## src/rtl/page_ecc_pkg.sv

```systemverilog
package page_ecc_pkg;
  typedef enum logic [1:0] {
    ECC_OFF  = 2'b00,
    ECC_ACC  = 2'b01,
    ECC_READ = 2'b10,
    ECC_CLR  = 2'b11
  } ecc_mode_e;

  localparam int unsigned ROW_W      = 8;   // byte index width inside a chunk
  localparam int unsigned CHUNK_LEN  = 1 << ROW_W;
  localparam int unsigned CODE_BYTES = 3;

  typedef struct packed {
    logic [ROW_W-1:0] row_odd; // parity of bytes whose index bit k is 1
    logic [7:0]       col;     // running XOR of all bytes
  } grp_par_t;
endpackage

```

## src/rtl/ecc_grp_acc.sv

```systemverilog
module ecc_grp_acc
  import page_ecc_pkg::*;
(
  input  logic             clk_i,
  input  logic             rst_ni,
  input  logic             clr_i,
  input  logic             en_i,
  input  logic [ROW_W-1:0] idx_i,
  input  logic [7:0]       data_i,
  output grp_par_t         par_o
);
  grp_par_t par_q;
  logic     byte_par;

  assign byte_par = ^data_i;

  always_ff @(posedge clk_i or negedge rst_ni) begin
    if (!rst_ni) begin
      par_q <= '0;
    end else if (clr_i) begin
      par_q <= '0;
    end else if (en_i) begin
      par_q.col     <= par_q.col ^ data_i;
      par_q.row_odd <= par_q.row_odd ^ (idx_i & {ROW_W{byte_par}});
    end
  end

  assign par_o = par_q;

  p_hold_idle_r9: assert property (@(posedge clk_i) disable iff (!rst_ni)
    (!clr_i && !en_i) |=> $stable(par_q));

  p_clear_zero_r10: assert property (@(posedge clk_i) disable iff (!rst_ni)
    clr_i |=> (par_q == '0));
endmodule

```

## src/rtl/ecc_code_pack.sv

```systemverilog
module ecc_code_pack
  import page_ecc_pkg::*;
(
  input  grp_par_t        par_i,
  output logic [2:0][7:0] code_o
);
  logic             tot;
  logic [ROW_W-1:0] row_even;
  logic [15:0]      lp;
  logic [5:0]       cp;

  assign tot      = ^par_i.col;
  assign row_even = par_i.row_odd ^ {ROW_W{tot}};

  always_comb begin
    for (int k = 0; k < ROW_W; k++) begin
      lp[2*k]   = row_even[k];
      lp[2*k+1] = par_i.row_odd[k];
    end
  end

  assign cp[0] = par_i.col[0] ^ par_i.col[2] ^ par_i.col[4] ^ par_i.col[6];
  assign cp[1] = par_i.col[1] ^ par_i.col[3] ^ par_i.col[5] ^ par_i.col[7];
  assign cp[2] = par_i.col[0] ^ par_i.col[1] ^ par_i.col[4] ^ par_i.col[5];
  assign cp[3] = par_i.col[2] ^ par_i.col[3] ^ par_i.col[6] ^ par_i.col[7];
  assign cp[4] = ^par_i.col[3:0];
  assign cp[5] = ^par_i.col[7:4];

  // stored inverted: erased data reads back as all ones
  assign code_o[0] = ~lp[7:0];
  assign code_o[1] = ~lp[15:8];
  assign code_o[2] = ~{cp, 2'b00};
endmodule

```

## src/rtl/ecc_rd_seq.sv

```systemverilog
module ecc_rd_seq #(
  parameter int unsigned NUM_GROUPS = 2,
  localparam int unsigned GW = (NUM_GROUPS > 1) ? $clog2(NUM_GROUPS) : 1
) (
  input  logic          clk_i,
  input  logic          rst_ni,
  input  logic          enter_i,
  input  logic          adv_i,
  output logic [GW-1:0] grp_o,
  output logic [1:0]    slot_o
);
  logic [GW-1:0] grp_q, grp_d;
  logic [1:0]    slot_q, slot_d;

  // entering readout restarts at the first byte in the same cycle
  assign grp_o  = enter_i ? '0 : grp_q;
  assign slot_o = enter_i ? '0 : slot_q;

  always_comb begin
    grp_d  = grp_o;
    slot_d = slot_o;
    if (adv_i) begin
      if (slot_o == 2'd2) begin
        slot_d = '0;
        grp_d  = (grp_o == GW'(NUM_GROUPS - 1)) ? '0 : grp_o + 1'b1;
      end else begin
        slot_d = slot_o + 1'b1;
      end
    end
  end

  always_ff @(posedge clk_i or negedge rst_ni) begin
    if (!rst_ni) begin
      grp_q  <= '0;
      slot_q <= '0;
    end else begin
      grp_q  <= grp_d;
      slot_q <= slot_d;
    end
  end

  p_ptr_range_r12: assert property (@(posedge clk_i) disable iff (!rst_ni)
    (slot_q <= 2'd2) && (grp_q <= GW'(NUM_GROUPS - 1)));

  p_entry_home_r8: assert property (@(posedge clk_i) disable iff (!rst_ni)
    (enter_i && !adv_i) |=> (slot_q == 2'd0 && grp_q == '0));
endmodule

```

## src/rtl/page_ecc_acc.sv

```systemverilog
module page_ecc_acc
  import page_ecc_pkg::*;
#(
  parameter int unsigned NUM_GROUPS = 2
) (
  input  logic       clk_i,
  input  logic       rst_ni,
  input  logic [1:0] mode_i,
  input  logic       xfer_i,
  input  logic [7:0] data_i,
  output logic [7:0] code_o
);
  localparam int unsigned PAGE_LEN = NUM_GROUPS * CHUNK_LEN;
  localparam int unsigned CW = $clog2(PAGE_LEN + 1);
  localparam int unsigned GW = (NUM_GROUPS > 1) ? $clog2(NUM_GROUPS) : 1;

  ecc_mode_e mode, mode_q;
  logic      clr, acc_en, full, enter;
  logic [CW-1:0]         cnt_q;
  logic [GW-1:0]         grp_sel, rd_grp;
  logic [1:0]            rd_slot, byte_sel;
  logic [NUM_GROUPS-1:0] grp_en;
  logic [2:0][7:0]       codes [NUM_GROUPS];

  assign mode    = ecc_mode_e'(mode_i);
  assign clr     = (mode == ECC_CLR);
  assign full    = (cnt_q == CW'(PAGE_LEN));
  assign acc_en  = (mode == ECC_ACC) && xfer_i && !full;
  assign enter   = (mode == ECC_READ) && (mode_q != ECC_READ);
  assign grp_sel = GW'(cnt_q >> ROW_W);

  always_ff @(posedge clk_i or negedge rst_ni) begin
    if (!rst_ni) begin
      mode_q <= ECC_OFF;
      cnt_q  <= '0;
    end else begin
      mode_q <= mode;
      if (clr)         cnt_q <= '0;
      else if (acc_en) cnt_q <= cnt_q + 1'b1;
    end
  end

  for (genvar g = 0; g < NUM_GROUPS; g++) begin : g_grp
    grp_par_t par;
    assign grp_en[g] = acc_en && (grp_sel == GW'(g));

    ecc_grp_acc u_acc (
      .clk_i  (clk_i),
      .rst_ni (rst_ni),
      .clr_i  (clr),
      .en_i   (grp_en[g]),
      .idx_i  (cnt_q[ROW_W-1:0]),
      .data_i (data_i),
      .par_o  (par)
    );

    ecc_code_pack u_pack (
      .par_i  (par),
      .code_o (codes[g])
    );
  end

  ecc_rd_seq #(.NUM_GROUPS(NUM_GROUPS)) u_rd (
    .clk_i   (clk_i),
    .rst_ni  (rst_ni),
    .enter_i (enter),
    .adv_i   ((mode == ECC_READ) && xfer_i),
    .grp_o   (rd_grp),
    .slot_o  (rd_slot)
  );

  // readout order inside a chunk: byte 1, byte 0, byte 2
  always_comb begin
    unique case (rd_slot)
      2'd0:    byte_sel = 2'd1;
      2'd1:    byte_sel = 2'd0;
      default: byte_sel = 2'd2;
    endcase
  end

  assign code_o = codes[rd_grp][byte_sel];

  p_one_chunk_r6: assert property (@(posedge clk_i) disable iff (!rst_ni)
    $onehot0(grp_en));

  p_page_sat_r11: assert property (@(posedge clk_i) disable iff (!rst_ni)
    (full && !clr) |=> (full && $stable(cnt_q)));

  p_count_clear_r10: assert property (@(posedge clk_i) disable iff (!rst_ni)
    clr |=> (cnt_q == '0));
endmodule

```

## config.mk

```make
export PLATFORM = sky130hd
export DESIGN_NAME = page_ecc_acc
export DESIGN_NICKNAME = d
export VERILOG_FILES = /design/src/rtl/page_ecc_pkg.sv /design/src/rtl/ecc_grp_acc.sv /design/src/rtl/ecc_code_pack.sv /design/src/rtl/ecc_rd_seq.sv /design/src/rtl/page_ecc_acc.sv
export SDC_FILE = /design/constraint.sdc
export NUM_CORES = 1
export LEC_CHECK = 0
export CELL_PAD_IN_SITES_DETAIL_PLACEMENT = 0
export CELL_PAD_IN_SITES_GLOBAL_PLACEMENT = 1
export CORE_MARGIN = 5
export CORE_UTILIZATION = 47
export CTS_BUF_LIST = sky130_fd_sc_hd__clkbuf_4
export DETAILED_ROUTE_END_ITERATION = 10
export PLACE_DENSITY_LB_ADDON = 0.1
export SLEW_MARGIN = 20
export SYNTH_ARGS = -nofsm -noshare
export SYNTH_HDL_FRONTEND = slang
export SYNTH_SLANG_ARGS = --single-unit
```

## constraint.sdc

```tcl
create_clock -name clk_i -period 2.5 [get_ports clk_i]
set_clock_uncertainty 0.05 [all_clocks]
set_input_delay 0.25 -clock clk_i [delete_from_list [all_inputs] [get_ports clk_i]]
set_output_delay 0.25 -clock clk_i [all_outputs]
set_load 0.02 [all_outputs]
```

# Word-level counts from Yosys, hierarchy flattened
# Index checks and enable logic that the tools add are counted.
# totals
register_bits,47
in_bits,13
output_inout_bits,8
word_cells,96
# classes
n_addsub,3
n_lt_le_gt_ge,2
n_eq_ne,7
muxes,19
n_bitwise,39
n_reduce_logical,18
# op_table
op,n
$mux W24,3
$mux W16,4
$not A8 Y8,6
$xor A8 B8 Y8,6
$reduce_xor A8 Y1,3
$xor A1 B1 Y1,24
$mux W10,2
$bmux W8 S2,1
$reduce_xor A4 Y1,4
$add A10 B1 Y10 const B,1
$eq A10 B10 Y1 const B,1
$and A8 B8 Y8,1
$mux W8,1
$eq A2 B2 Y1 const B,3
$logic_and A1 B1 Y1,6
$mux W2,3
$reduce_bool A2 Y1,3
$eq A2 B1 Y1 const B,2
$mux W1,4
$pmux W2 S2,1
$lt A2 B3 Y1 const B,1
$add A2 B1 Y2 const B,1
$ge A2 B2 Y1 const B,1
$logic_not A2 Y1,1
other kinds (5),5

# Depth between registers and ports, before layout
# depth
word_depth,9
mapped_depth,10
mapped_depth_nobuf,8

# By module
# From an unflattened synthesis, not the netlist that was laid out.
# unflattened
cells_unflattened,359
hier_area_um2,3567.2
# modules_own_cells
module,instances,cells_per_inst,area_each_um2,seq_area_each_um2
ecc_grp_acc,2,84,778.2,400.4
page_ecc_acc,1,111,1094.8,300.3
ecc_code_pack,2,33,377.9,0.0
ecc_rd_seq,1,14,160.2,75.1

# Worst setup path after synthesis
# Ideal clock, no wire load.
# synth_timing
path_type,register to output
start,"register g_grp[0].u_acc.par_q, in the netlist g_grp[0].u_acc.par_o[1]"
end,output code_o[0]
arrival_time_ns,1.829
required_time_ns,2.200
slack_ns,0.371
path_stages_with_launch,7
n_path_buf,0
cell_sequence,dfrtp_1 > xor2_1 > xnor2_2 > xor2_4 > xor2_1 > mux2i_1 > a221oi_2
# synth_between
elab_chain_len,8
elab_cells_between_ends,9
classes_between,5 x mux; 3 x bitwise; 1 x reduce/logical
# synth_lines
element,line_no,source
"start, declared",ecc_grp_acc.sv:12,grp_par_t par_q;
$reduce_xor A8 Y1 (*),ecc_code_pack.sv:12,assign tot = ^par_i.col;
$xor A8 B8 Y8 (*),ecc_code_pack.sv:13,assign row_even = par_i.row_odd ^ {ROW_W{tot}};
"$not A8 Y8, on equally long branches","ecc_code_pack.sv:30, ecc_code_pack.sv:31",
$mux W24 (implied by the code) (*) (3 in series),page_ecc_acc.sv:81,assign code_o = codes[rd_grp][byte_sel];
$bmux W8 S2 (*),page_ecc_acc.sv:81,
$mux W8 (implied by the code) (*),page_ecc_acc.sv:81,
"end, declared",page_ecc_acc.sv:11,output logic [7:0] code_o
# Every way passes the cells marked *; elsewhere a longest branch is shown, timed or not. The select of a mux whose other input is x is not followed.

# Worst setup path after layout
# layout_timing
start,"register g_grp[0].u_acc.par_q, in the netlist g_grp[0].u_acc.par_o[5]"
end,output code_o[2]
# The elaborated chain is that of the path after synthesis.

==> results_dict.tcl <==
set metrics [dict create \
    timing.fmax_mhz 382 \
    drc 0 \
    layout_commonest_cell "nor2_1" \
    grt_pass1_wl_mm 11.2 \
    p_total_w 0.00230 \
    dieArea_um2 7940 \
    ant_nets 0 \
    num_io_pins 21 \
    routed_wl_mm 6.52 \
    met1_usage_pct 27.0 \
    busiest_layer "met2" \
    period_share_pct 105 \
    placed_area_um2 3490 \
    start_kind "flip-flop" \
    vias 2255 \
    drt-initial-drc-count 80 \
    cts_max_path_buffers 2 \
    synth_nets 331 \
    io_buffers 20 \
    finalMaxSlewViolations 0 \
    synth_edf_count 0 \
    finalInstanceArea_um2 3670 \
    dp_hpwl_mm 4.95 \
    worst_skew_pair.late_latency_ns 0.36 \
    clk_pin_slew_ns 0.14 \
    drive_gt1_share_pct 21.4 \
    yosysWarningCount 0 \
    gr-usage-met2_pct 27.1 \
    antenna_cells 0 \
    dieHeight_um 89.1 \
    tightest_slew_ns 0.674 \
    design.core.area_um2 5990 \
    fin_nets 397 \
    hold_violations 0 \
    track_usage_pct 18.4 \
    rows 28 \
    cts_tree "built" \
    critPathRequiredTime_ns 2.20 \
    h-tree-depth 2 \
    worst_slack_ns -0.116 \
    crit_arrival_ns 2.32 \
    cts_root_buf "clkbuf_4" \
    grt_start_max_net_pins 43 \
    critPathKind "reg -> out" \
    netlist-cell-type-count 40 \
    dr.pass1.iters 4 \
    setup_viol 5 \
    cap_violations 0 \
    vdd_drop_max_mv 0.366 \
    grt_pass1_vias 2264 \
    hold_path.class "in -> async" \
    cts_sinks 47 \
    crit_fanout 3 \
    synth_top_flop_cell "dfrtp_1" \
    rsz0062_at_grt "true" \
    final_cell_mix "nor2_1 (59), xor2_1 (52), buf_4 (52)" \
    yosysSeqAreaShare_pct 40.0 \
    die_x_um 89.1 \
    antenna_found_initial 0 \
    violations "negative setup slack" \
    synth_seq_cells 47 \
    overflow 0 \
    avgRoutedWirePerCell_um 14.2 \
    grt.met3_usage_pct 3.41 \
    viasPerCell 4.92 \
    start_util_pct 49.1 \
    worstSetupEndpointType "output pin" \
    status "finished, violations left" \
    slew_headroom_pct 55.1 \
    powerDensity_nw_per_um2 627 \
    synth-async-reset-ratio_pct 100 \
    cts_buffers 5 \
    postSynthAreaPerCell_um2 9.30 \
    period_needed_ns 2.62 \
    areaGrowthSynthToFinish_pct 24.7 \
    synthCells 316 \
    p_leak_nw 1.68 \
    gp_congestion 0.853 \
    synth_area_um2 2940 \
]
## cell type report
| cell class | count | area (um2) |
|---|---|---|
| inverter | 5 | 18.8 |
| tap | 75 | 93.8 |
| timing repair buffer | 72 | 571 |
| fill | 531 | 2320 |
| clock inverter | 3 | 43.8 |
| multi-input combinational | 251 | 1730 |
| clock buffer | 5 | 37.5 |
| sequential | 47 | 1180 |
## timing repair
item,4_1_cts,5_1_grt
setup endpoints to repair,8,7
resized for setup,30,13
setup buffers,4,3
pin swaps,5,7
hold endpoints to repair,27,0
hold buffers,1,0
## Yosys cell counts, types with 2 or more instances
master    number  area (um2)
nor2_1        59         221
nand2_1       28         105
xnor2_1       34         298
nor2b_1        3        18.8
ha_1           2        25.0
xor2_1        53         464
buf_2          4        20.0
nand3_1       20         100
mux2i_1        8        80.1
nor4_1         2        12.5
o21ai_0        6        30.0
a211oi_1       2        15.0
clkbuf_1       5        18.8
a32oi_1        2        17.5
buf_4          2        15.0
and2_1         5        31.3
xnor2_2        3        48.8
nor3_1         3        15.0
a21oi_1        3        15.0
dfrtp_1       47        1180
and3_1         2        12.5
inv_1          5        18.8
## final timing paths
path	start	endpoint	slack [ns]	cells past startpoint
min in group clk_i	mode_i[1]	mode_q[1]	0.43	2
max	g_grp[0].u_acc.par_o[5]	code_o[2]	-0.12	9
min reg2reg	cnt_q[9]	cnt_q[9]	0.50	2
min	rst_ni	mode_q[1]	0.40	2
max reg2reg	cnt_q[0]	g_grp[0].u_acc.par_o[15]	0.61	9
max in group asynchronous	rst_ni	cnt_q[6]	1.39	3
## per-stage QoR
stage               hold slack (ns)  cells  utilization [%]  worst slack [ns]  setup TNS [ns]
floorplan                   -0.0956    316                -             0.371               0
global placement              0.275    443             58.3            -0.221           -1.22
detailed placement            0.282    443             58.3            -0.353           -1.75
CTS                           0.414    456             60.8            -0.234          -0.588
global route                  0.432    458             61.2            -0.281           -1.15
finish                        0.398    458             61.2            -0.116          -0.381
## critical path, cell delays in order, from the launching register on
cell and delay [ns]:
dfrtp_1 0.42, xnor2_1 0.16, xnor2_2 0.34, xor2_4 0.23, buf_6 0.13, buf_6 0.08
xor2_1 0.14, mux2i_1 0.10, o211ai_1 0.19, buf_4 0.17
## logic make-up after synthesis
logic type               share of synthesized area (%)
XOR/XNOR                                          28.5
flip-flops                                        40.0
multiplexers                                      3.49
buffers and inverters                             3.11
AND/OR/NAND/NOR                                   18.5
adder cells (fa/ha/maj)                          0.851
AO/OA/AOI/OAI                                     5.53
## sequential cells by signal, summed over array words and instances, names as in the netlist
register / count
g_grp.u_acc.par_o: 32
u_rd.slot_q: 2
u_rd.grp_q: 1
mode_q: 2
cnt_q: 10
## metal layers
layer / wire (um) / up-vias / part of all wire (%)
li1: - / 1154 / -
met2: 2870 / 40 / 44
met5: 0 / - / 0
met4: 91 / 0 / 1.4
met1: 3330 / 1053 / 51
met3: 235 / 8 / 3.6
## power by group
group | internal, W | leakage, nW | switching, W
Combinational | 0.000504 | 0.987 | 0.000522
Sequential | 0.000788 | 0.645 | 0.0000246
Clock | 0.000211 | 0.0452 | 0.000248
No activity file was read; power rests on OpenSTA's default activity.
